===== config.mk =====
export PLATFORM = sky130hd
export DESIGN_NAME = loop_branch_unit
export DESIGN_NICKNAME = d
export VERILOG_FILES = /design/src/rtl/loop_branch_pkg.sv /design/src/rtl/lbu_cond_eval.sv /design/src/rtl/lbu_count_step.sv /design/src/rtl/lbu_target_add.sv /design/src/rtl/loop_branch_unit.sv
export SDC_FILE = /design/constraint.sdc
export NUM_CORES = 1
export LEC_CHECK = 0
export ABC_AREA = 1
export BUFFER_PORTS_ARGS = -buffer_cell sky130_fd_sc_hd__buf_2
export CAP_MARGIN = 20
export CORE_MARGIN = 2
export CORE_UTILIZATION = 30
export DETAILED_ROUTE_END_ITERATION = 10
export GPL_ROUTABILITY_DRIVEN = 0
export PLACE_DENSITY_LB_ADDON = 0.3
export SLEW_MARGIN = 20
export SYNTH_ARGS = -nofsm -noshare
export SYNTH_HDL_FRONTEND = slang
export SYNTH_SLANG_ARGS = --single-unit

===== constraint.sdc =====
create_clock -name clk -period 1.7 [get_ports clk]
set_input_delay 0.34 -clock clk [delete_from_list [all_inputs] [get_ports clk]]
set_output_delay 0.34 -clock clk [all_outputs]
set_load 0.03 [all_outputs]

===== src/rtl/loop_branch_pkg.sv =====
package loop_branch_pkg;

  typedef enum logic [3:0] {
    SEL_TRUE  = 4'd0,
    SEL_FALSE = 4'd1,
    SEL_HI    = 4'd2,
    SEL_LS    = 4'd3,
    SEL_CC    = 4'd4,
    SEL_CS    = 4'd5,
    SEL_NE    = 4'd6,
    SEL_EQ    = 4'd7,
    SEL_VC    = 4'd8,
    SEL_VS    = 4'd9,
    SEL_PL    = 4'd10,
    SEL_MI    = 4'd11,
    SEL_GE    = 4'd12,
    SEL_LT    = 4'd13,
    SEL_GT    = 4'd14,
    SEL_LE    = 4'd15
  } cond_sel_e;

  typedef struct packed {
    logic n;
    logic z;
    logic v;
    logic c;
  } ccr_flags_t;

endpackage


===== src/rtl/lbu_cond_eval.sv =====
module lbu_cond_eval
  import loop_branch_pkg::*;
(
  input  cond_sel_e  sel,
  input  ccr_flags_t flags,
  output logic       holds
);
  logic sign_ok;

  assign sign_ok = (flags.n == flags.v);

  always_comb begin
    unique case (sel)
      SEL_TRUE:  holds = 1'b1;
      SEL_FALSE: holds = 1'b0;
      SEL_HI:    holds = ~flags.c & ~flags.z;
      SEL_LS:    holds = flags.c | flags.z;
      SEL_CC:    holds = ~flags.c;
      SEL_CS:    holds = flags.c;
      SEL_NE:    holds = ~flags.z;
      SEL_EQ:    holds = flags.z;
      SEL_VC:    holds = ~flags.v;
      SEL_VS:    holds = flags.v;
      SEL_PL:    holds = ~flags.n;
      SEL_MI:    holds = flags.n;
      SEL_GE:    holds = sign_ok;
      SEL_LT:    holds = ~sign_ok;
      SEL_GT:    holds = ~flags.z & sign_ok;
      SEL_LE:    holds = flags.z | ~sign_ok;
      default:   holds = 1'b0;
    endcase
  end
endmodule


===== src/rtl/lbu_count_step.sv =====
module lbu_count_step #(
  parameter int CNT_W = 16
) (
  input  logic [CNT_W-1:0] cnt,
  output logic [CNT_W-1:0] cnt_dec,
  output logic             expired
);
  localparam logic [CNT_W-1:0] ONE = {{(CNT_W-1){1'b0}}, 1'b1};

  assign cnt_dec = cnt - ONE;
  // the decrement wraps to all ones exactly when the input was zero
  assign expired = (cnt == '0);
endmodule


===== src/rtl/lbu_target_add.sv =====
module lbu_target_add #(
  parameter int ADDR_W = 32,
  parameter int DISP_W = 16
) (
  input  logic [ADDR_W-1:0] pc,
  input  logic [DISP_W-1:0] disp,
  output logic [ADDR_W-1:0] target
);
  localparam int EXT_W = ADDR_W - DISP_W;

  logic [ADDR_W-1:0] disp_ext;

  assign disp_ext = {{EXT_W{disp[DISP_W-1]}}, disp};
  assign target   = pc + disp_ext;
endmodule


===== src/rtl/loop_branch_unit.sv =====
module loop_branch_unit
  import loop_branch_pkg::*;
#(
  parameter int CNT_W  = 16,
  parameter int ADDR_W = 32,
  parameter int DISP_W = 16
) (
  input  logic              clk,
  input  logic              rst,
  input  logic [3:0]        cond_sel,
  input  logic              flag_n,
  input  logic              flag_z,
  input  logic              flag_v,
  input  logic              flag_c,
  input  logic [CNT_W-1:0]  count_in,
  input  logic [ADDR_W-1:0] pc_in,
  input  logic [DISP_W-1:0] disp_in,
  output logic              take_branch,
  output logic [ADDR_W-1:0] target_addr,
  output logic [CNT_W-1:0]  count_out,
  output logic              count_we
);
  ccr_flags_t        flags;
  logic              cond_holds;
  logic [CNT_W-1:0]  cnt_next;
  logic              cnt_expired;
  logic [ADDR_W-1:0] tgt_next;

  assign flags = '{n: flag_n, z: flag_z, v: flag_v, c: flag_c};

  lbu_cond_eval u_cond (
    .sel   (cond_sel_e'(cond_sel)),
    .flags (flags),
    .holds (cond_holds)
  );

  lbu_count_step #(.CNT_W(CNT_W)) u_step (
    .cnt     (count_in),
    .cnt_dec (cnt_next),
    .expired (cnt_expired)
  );

  lbu_target_add #(.ADDR_W(ADDR_W), .DISP_W(DISP_W)) u_tgt (
    .pc     (pc_in),
    .disp   (disp_in),
    .target (tgt_next)
  );

  always_ff @(posedge clk) begin
    if (rst) begin
      take_branch <= 1'b0;
      target_addr <= '0;
      count_out   <= '0;
      count_we    <= 1'b0;
    end else begin
      target_addr <= tgt_next;
      if (cond_holds) begin
        take_branch <= 1'b0;
        count_out   <= count_in;
        count_we    <= 1'b0;
      end else begin
        take_branch <= ~cnt_expired;
        count_out   <= cnt_next;
        count_we    <= 1'b1;
      end
    end
  end
endmodule


### Word-level counts from Yosys, hierarchy flattened

Cells that the tools add are included.

* add/subtract/negate cells: 2
* equality and inequality tests: 16
* multiplexer cells: 3
* bitwise gates (word level): 10
* reductions and logical operators: 3

Operators by type and width (number)
* $add 32x32->32: 1
* $eq 4x4->1 const B: 8
* $eq 4x3->1 const B: 4
* $logic_not 16->1: 1
* $mux 16: 1
* $pmux 1 s16: 1
* $sub 16x1->16 const B: 1
* $eq 4x2->1 const B: 2
* $not 1->1: 6
* $eq 4x1->1 const B: 1
* $logic_not 4->1: 1
* $and 1x1->1: 2
* $or 1x1->1: 2
* $reduce_or 2->1: 1
* $eq 1x1->1: 1
* $mux 1: 1

* flip-flop bits (word level): 50
* bits of input ports: 74
* logic and storage cells: 38

### Depth between registers and ports, before layout

Gate-level depths: netlist of run 1.

* depth in word-level cells: 5
* mapped depth: 13
* mapped depth without buffers: 13

### Cells and area by module

Synthesis of run 1 repeated with hierarchy kept, for this count alone.

* cell total of the unflattened synthesis: 833
* area total of the unflattened synthesis: 4735.8 um^2

Modules (own cells, without submodules)
* lbu_target_add: instances 1, cells each 494, area an instance 2384.8 um^2, seq. area each 0.0 um^2
* loop_branch_unit: instances 1, cells each 206, area an instance 1675.4 um^2, seq. area each 1001.0 um^2
* lbu_count_step: instances 1, cells each 82, area an instance 462.9 um^2, seq. area each 0.0 um^2
* lbu_cond_eval: instances 1, cells each 51, area an instance 212.7 um^2, seq. area each 0.0 um^2

### Least setup slack after synthesis of run 1

Ideal clock, no wire load.

* path type: input-to-reg
* start point: input port pc_in[0]
* end point: register target_addr[18]
* data arrival time: 1.661 ns
* data required time: 1.587 ns
* setup slack: -0.074 ns
* stages on the path: 12
* buffers on the path: 0
* cell sequence: ha_1 fa_1 nand2_1 nand3_1 nand3_1 nand2_1 nand2_1 nand2_1 a21oi_1 nand2_1 nand2_1 nor2_1

* longest elaborated chain between the ends: 1

RTL lines
* from (decl): RTL line loop_branch_unit.sv:16 `input logic [ADDR_W-1:0] pc_in,`
* $add 32x32->32: RTL line lbu_target_add.sv:14 `assign target = pc + disp_ext;`
* to (signal assigned): RTL line loop_branch_unit.sv:56 `target_addr <= tgt_next;`
* to (decl): RTL line loop_branch_unit.sv:19 `output logic [ADDR_W-1:0] target_addr,`

No other way between the ends.
A chain may end at the register's enable or synchronous reset.

### Worst setup path after layout of run 1

Ends and elaborated chain as after synthesis.

==> qor.txt, run 1 <==
HPWL after detailed placement: 10.31 mm
Mean Syn Cell Area: 5.723 µm²
Asr flop ratio synth: 0%
Crit path kind: primary input to register
Simple-gate area share of the yosys netlist: 44.10%
Top fanout value on the critical path: 4
Core area: 13,880 µm²
Iter 0 DRT Violations: 353
Die area: 15,220 µm²
Worst ir drop on vdd: 385.7 µV
Yosys synthesis warning count: 0
CTS tree: built
EDFF count, synth: 0
Post-synthesis mux area share: 0%
Share of cells above drive strength 1: 26.19%
Final wirelength: 12.89 mm
Number of H-tree levels: 2
First-pass GRT wire length: 20.88 mm
Post-synthesis adder-cell area fraction: 10.13%
Filler cell count: 1,502
NumNets Final: 1,031
Root buffer cell: clkbuf_16
Vias: 4,950
Tot GR Track Use: 17.34%
Initial antenna violation count: 0
Path type of the worst min-delay path: primary input to register
Ant diodes: 0
Vias in the first global route: 4,604
Die height: 123.4 µm
Period minus WS final: 1.571 ns
Synthesized cell area: 4275 µm²
Power Total: 4.360 mW
#FFs+latches synth: 50
Row count: 43
Placed cell area: 5518 µm²
Ys flop type: dfxtp_1
DR WL/cell: 11.67 µm
Synthesis-to-layout area growth: 38.60%
Initial Utilization: 30.80%
Post-route cell area: 5926 µm²
Synth Area in XOR/XNOR: 1.434%
Startpoint types: primary input
Post-route ant nets: 0
Post-synthesis compound-gate area fraction: 9.745%
Hold-fix buffers, CTS: 0
Main combinational cell family by area after synthesis: simple AND/OR/NAND/NOR gates
Fin crit share: 92.41%
TritonCTS buffer count: 5
CP Data Arrival Time: 1.78 ns
Crit path required time: 1.91 ns
Power density over the cells: 735.8 nW/µm²
Worst Tran Pin Value: 0.3106 ns
DIE WIDTH: 123.4 µm
Ports: 124
Mapped Cells: 747
Outcome: completed
Cell variety after synth: 29
IO Port Bufs: 123
CTS Buffer Depth: 2
Final worst slack: 0.1290 ns
Post-route DRC violation count: 0
Final Max Tran Viols: 0
Slew margin rel.: 79.30%
F_max: 636.5 MHz
Vias per inst: 4.484
Grt ovf: 0
Seq/Total Area, Yosys: 23.41%
Most frequent cells in the layout: nand2_1, buf_2, inv_1
Final Setup Violations: 0
TritonCTS Sinks: 50
Syn nets: 855
Crit end category: register
Leak Pwr: 3.314 nW
Final hold viol count: 0
Pin count of the biggest net entering global routing: 34
Post-CTS setup buffer count: 0
Worst-path clk slew: 0.08 ns
Max Cap Viol: 0
DR pass1 iterations: 5
Pre-CTS WS: -0.3149 ns
Commonest non-fill, non-tap cell in the layout: nand2_1
-- cells in the mapped netlist (3+ instances only) --
cell	number	share of area [%]
a21oi_1	57	6.7
clkbuf_1	4	0.35
dfxtp_1	50	23
ha_1	33	9.7
inv_1	110	9.7
nand2_1	276	24
nand2_2	3	0.44
nand3_1	35	4.1
nand3b_1	6	1.1
nand4_1	17	2.5
nor2_1	104	9.1
nor3_1	7	0.82
o21ai_0	17	2.0
o21bai_1	4	0.70
xor2_1	5	1.0
-- worst max-delay path, stage by stage --
cell and delay [ns]:
buf_2 0.10, ha_2 0.19, fa_2 0.37, nand2_2 0.11, nand3_2 0.07, nand3_2 0.08
nand2_4 0.07, nand2_2 0.06, nand2_2 0.07, a21oi_2 0.15, nand2_1 0.06, nand2_1 0.05
nor2_1 0.04
-- worst paths after layout --
kind / from / endpoint / slack, ns / cells after the start
max: pc_in[0] / target_addr[18] / 0.13 / 13
min: count_in[11] / count_out[11] / 0.32 / 3
-- layout make-up --
class,instances,area [µm²],share of cell area [%]
clock buffer,5,125.1,2.111
clock inverter,3,48.80,0.8235
inverter,112,420.4,7.095
multi-input combinational,576,3033,51.18
sequential,50,1001,16.89
tap,180,225.2,3.801
timing repair buffer,178,1072,18.10
-- cells by family (layout without fill, tap and decap cells) --
| group | Yosys count | in the layout |
|---|---|---|
| compound gates | 80 | 80 |
| simple gates | 455 | 455 |
| buf+inv | 121 | 298 |
| flops | 50 | 50 |
| fa+ha+maj | 34 | 34 |
| xor+xnor | 7 | 7 |
-- state kept, by name (all words and copies together), names as in the netlist --
| register | count |
|---|---|
| take_branch | 1 |
| count_we | 1 |
| count_out | 16 |
| target_addr | 32 |
-- report_power, final --
part	switching (mW)	internal, mW	leakage (nW)
clock network	0.536	0.707	0.0819
registers	0.0345	1.30	0.417
logic	1.10	0.676	2.82
-- timing repair --
action	CTS	global route
gates resized for setup	0	47
endpoints found under the hold margin	0	0
endpoints found under the setup margin	0	21
-- metrics by stage --
stage | TNS, ns | util, % | std cells | hold WS [ns]
finish | 0 | 42.69 | 1104 | 0.3158
CTS | 0 | 41.00 | 1104 | 0.3006
global route | -0.001099 | 42.69 | 1104 | 0.3266
detailed placement | -5.391 | 39.75 | 1096 | 0.6342
global placement | -4.934 | 39.75 | 1096 | 0.6325
floorplan | -0.02195 | - | 747 | 0.4828
-- routing by layer --
layer  up-vias  GRT usage (%)  share of wire (%)
met5         -              0                  0
met2       122          29.36                 45
met3        20          3.321                6.1
li1       2696              -                  -
met1      2112          22.22                 47
met4         0          5.256                2.0
Note: power is estimated with default switching activity, not from simulation.
==> inputs of run 2 (changes only) <==
- CTS_BUF_LIST: default -> sky130_fd_sc_hd__clkbuf_4 sky130_fd_sc_hd__clkbuf_8
==> run 2 against run 1 <==
Clock power decreased by 22%. Sequential share of layout area increased by 0.32 points. Via count increased by 0.20%. Global-route usage decreased by 0.077 points. Setup slack improved by 0.012 ns. First-iteration DRC count decreased by 0.57%. Hold slack got worse by 0.038 ns. Critical path depth unchanged. Critical path type unchanged. Critical endpoint unchanged. Largest power group unchanged. Highest routed layer unchanged.
==> qor.txt, run 2 (synthesis gave the netlist of run 1 again) <==
Sw power: 1.637 mW
Root buffer cell: clkbuf_8
Vias: 4,960
DR WL/cell: 11.62 µm
Worst ir drop on vdd: 316.3 µV
Slowest stage delay, CP: 0.37 ns
Iter 0 DRT Violations: 351
Post-route cell area: 5816 µm²
Die area: 15,220 µm²
CTS tree: built
Pin count of the biggest net entering global routing: 34
Max Cap Viol: 0
Tot GR Track Use: 17.26%
Leading registers by flop count: target_addr x32, count_out x16
DP Cell Count: 1,096
TritonCTS buffer count: 5
Placed cell area: 5518 µm²
CTS Buffer Depth: 2
Period minus WS final: 1.559 ns
Vias in the first global route: 4,591
Pre-CTS WS: -0.3149 ns
IO Port Bufs: 123
Max FFs per register: 32
Storage cell area: 1001 µm²
Worst-path clk slew: 0.11 ns
Final Setup Violations: 0
Top fanout value on the critical path: 4
Fin crit share: 91.70%
CP max stage cell: fa_2
Post-route DRC violation count: 0
Crit path kind: primary input to register
Reg power frac: 33.0%
Outcome: completed
Leak Pwr: 3.281 nW
Crit end category: register
Share of cells above drive strength 1: 24.78%
Initial antenna violation count: 0
Row count: 43
First-pass GRT wire length: 20.84 mm
DR pass1 iterations: 4
CP bufs+invs: 1
Grt ovf: 0
Util after Layout: 41.90%
Biggest register: target_addr
TritonCTS Sinks: 50
Final worst slack: 0.1411 ns
Initial Utilization: 30.80%
Core area: 13,880 µm²
Finished Layout Cells: 1,104
Startpoint types: primary input
Pint: 2.420 mW
Final wirelength: 12.83 mm
Most frequent cells in the layout: nand2_1, buf_2, inv_1
Worst-path cell chain: buf_2 -> ha_2 -> fa_2 -> nand2_2 -> nand3_1 -> nand3_1 -> nand2_2 -> nand2_1 -> nand2_2 -> a21oi_2 -> nand2_1 -> nand2_1 -> nor2_1
Worst Tran Pin Value: 0.3090 ns
HPWL after detailed placement: 10.31 mm
RSZ-0062 raised after global routing: no
CP Data Arrival Time: 1.80 ns
Power Total: 4.057 mW
Ant diodes: 0
Commonest non-fill, non-tap cell in the layout: nand2_1
Multi-input logic area: 2979 µm²
Crit path required time: 1.94 ns
Post-route ant nets: 0
Final Max Tran Viols: 0
Ports: 124
Vias per inst: 4.493
Logic gate share of total power: 43.3%
Path type of the worst min-delay path: primary input to register
Final hold viol count: 0
Worst hold slack: 0.2783 ns
TNS Setup: 0 ns
Delay-heaviest family, CP: simple AND/OR/NAND/NOR gates
F_max: 641.5 MHz
Die height: 123.4 µm
Number of H-tree levels: 2
Power density over the cells: 697.6 nW/µm²
Filler cell count: 1,509
DIE WIDTH: 123.4 µm
NumNets Final: 1,031
Post-CTS setup buffer count: 0
Synthesis-to-layout area growth: 36.03%
Slew margin rel.: 79.32%
Clock group share of total power: 23.7%
Switching share of power: 40.34%
[run 2: cell counts in the layout (fill, tap and decap cells not counted)]
No cell type changed its count.
[run 2: final timing paths]
kind              cells after the start  slack (ns)         from         endpoint
setup / recovery                     13        0.14     pc_in[0]  target_addr[18]
hold / removal                        3        0.28  count_in[5]     count_out[5]
[run 2: final cells by class]
cell class / instances / area share [%]
clock buffers: 5 / 1.183
clock inverters: 3 / 0.8391
inverters: 112 / 7.229
multi-input cells: 576 / 51.23
flip-flops and latches: 50 / 17.21
well taps: 180 / 3.873
repair buffers: 178 / 18.44
[run 2: power by group through the flow]
stage | clock, mW | sequential, mW | combinational [mW]
global placement | 0 | 1.37 | 1.69
CTS | 1.00 | 1.34 | 1.70
finish | 0.961 | 1.34 | 1.76
global route | 1.03 | 1.35 | 1.97
detailed placement | 0 | 1.37 | 1.69
floorplan | 0 | 1.64 | 0.797
[run 2: layer usage]
metal / wire length, µm / vias up / track usage (%)
met2: 5773 / 124 / 29.43
met4: 214 / 0 / 4.759
met5: 0 / - / 0
li1: - / 2693 / -
met3: 802 / 15 / 3.275
met1: 6034 / 2128 / 22.16
[run 2: what timing repair did]
action | 4_1_cts | 5_1_grt
endpoints found under the setup margin | 0 | 20
gates resized for setup | 0 | 33
hold buffers | 0 | 0
==> inputs of run 3 (changes only) <==
- PLACE_DENSITY_LB_ADDON: 0.3 -> default
==> run 3 against run 2 <==
Clock-buffer cell count up 1. Utilization down 1.1 points. Critical path depth down 3. Sequential power about the same. Final cell count unchanged. Wire length down 2.5%. First-iteration DRC count down 42%. Critical endpoint is now target_addr[28]. Highest routed layer unchanged.
==> qor.txt, run 3 (synthesis gave the netlist of run 1 again) <==
Outcome: completed
Pin count of the biggest net entering global routing: 34
DR WL/cell: 11.32 µm
Leading registers by flop count: target_addr x32, count_out x16
NumNets Final: 1,031
Share of cells above drive strength 1: 23.27%
CTS Buffer Depth: 2
Period minus WS final: 1.647 ns
Slew margin rel.: 77.84%
F_max: 607.3 MHz
Clock group share of total power: 21.3%
Max FFs per register: 32
Worst hold endpoint: count_out[11]
Iter 0 DRT Violations: 204
Logic gate share of total power: 44.1%
Root buffer cell: clkbuf_8
Synthesis-to-layout area growth: 32.51%
Vias per inst: 4.452
Final Setup Violations: 0
Reg power frac: 34.7%
Tot GR Track Use: 16.65%
DIE WIDTH: 123.4 µm
Core area: 13,880 µm²
Ant diodes: 0
Commonest non-fill, non-tap cell in the layout: nand2_1
CP max stage cell: ha_1
Worst-path clk slew: 0.11 ns
Final wirelength: 12.50 mm
Crit path required time: 1.94 ns
Startpoint types: primary input
Worst ir drop on vdd: 310.7 µV
Post-route cell area: 5665 µm²
Final worst slack: 0.05347 ns
CP bufs+invs: 3
Biggest register: target_addr
Row count: 43
DR pass1 iterations: 4
Final hold viol count: 0
Crit path kind: primary input to register
Die area: 15,220 µm²
Fin crit share: 96.85%
Final Max Tran Viols: 0
Post-CTS setup buffer count: 0
Vias: 4,915
Most frequent cells in the layout: nand2_1, buf_2, inv_1
Initial Utilization: 30.80%
IO Port Bufs: 123
WHS Path Cells: 3
Max Cap Viol: 0
Worst-path cell chain: clkbuf_4 -> ha_1 -> nand2_1 -> nor2_1 -> inv_1 -> buf_4 -> nor3_1 -> nand2_1 -> a21oi_1 -> nor2_1
First-pass GRT wire length: 20.18 mm
Slowest stage delay, CP: 0.37 ns
HPWL after detailed placement: 10.37 mm
Filler cell count: 1,539
HP Start: count_in[11]
Pre-CTS WS: -0.3183 ns
Switching share of power: 41.21%
Pint: 2.270 mW
Top fanout value on the critical path: 15
Sw power: 1.591 mW
Post-route DRC violation count: 0
CP Data Arrival Time: 1.89 ns
Ports: 124
Crit end category: register
Die height: 123.4 µm
Post-route ant nets: 0
Worst Tran Pin Value: 0.3302 ns
Delay-heaviest family, CP: simple AND/OR/NAND/NOR gates
Placed cell area: 5493 µm²
Initial antenna violation count: 0
TritonCTS buffer count: 5
Grt ovf: 0
Power density over the cells: 681.5 nW/µm²
RSZ-0062 raised after global routing: yes
TritonCTS Sinks: 50
Leak Pwr: 3.266 nW
CTS tree: built
Path type of the worst min-delay path: primary input to register
Vias in the first global route: 4,484
Number of H-tree levels: 2
[run 3: power by group through the flow]
stage | Combinational, mW | Sequential (mW) | Clock [mW]
floorplan | 0.797 | 1.64 | 0
global placement | 1.67 | 1.37 | 0
detailed placement | 1.67 | 1.36 | 0
CTS | 1.68 | 1.34 | 0.871
global route | 1.90 | 1.35 | 0.918
finish | 1.70 | 1.34 | 0.821
[run 3: worst max path at each step]
stage                startpoint         endpoint  slack (ns)  depth (start not counted)
floorplan              pc_in[0]  target_addr[18]       -0.01                         12
global placement       pc_in[0]  target_addr[28]       -0.26                         10
detailed placement     pc_in[0]  target_addr[28]       -0.32                         10
CTS                    pc_in[0]  target_addr[28]        0.06                         10
global route        disp_in[15]  target_addr[25]       -0.05                          9
finish              disp_in[15]  target_addr[28]        0.05                         10
[run 3: metal layers]
metal	global-route usage [%]	vias up	routed length, µm
met5	0	-	0
met4	3.977	0	136
met3	3.413	9	672
met2	27.20	119	5444
met1	22.42	2098	6249
li1	-	2689	-
[run 3: timing repair]
item | CTS | global route
hold buffers | 0 | 0
endpoints found under the setup margin | 0 | 15
resized for setup | 0 | 16
[run 3: layout make-up]
cell class / count / area, µm² / share of cell area, %
multi-input cells: 576 / 2877 / 50.77
well taps: 180 / 225.2 / 3.975
clock inverters: 2 / 16.27 / 0.2871
inverters: 112 / 420.4 / 7.420
clock buffers: 6 / 82.58 / 1.458
flip-flops and latches: 50 / 1001 / 17.67
repair buffers: 178 / 1044 / 18.42
[run 3: through the flow]
stage	total power [mW]	TNS, ns	hold slack [ns]	utilization (%)	cells
3_5_place_dp	3.037	-5.179	0.6393	39.57	1096
5_1_grt	4.172	-0.1102	0.2668	40.81	1104
4_1_cts	3.891	0	0.2652	40.28	1104
3_3_place_gp	3.034	-4.837	0.6370	39.57	1096
6_report	3.861	0	0.2926	40.81	1104
2_1_floorplan	2.433	-0.02195	0.4828	-	747
[run 3: worst min-delay path, cell delays in order]
cell     delay [ns]
buf_2          0.13
nand2_1        0.06
a21oi_1        0.05
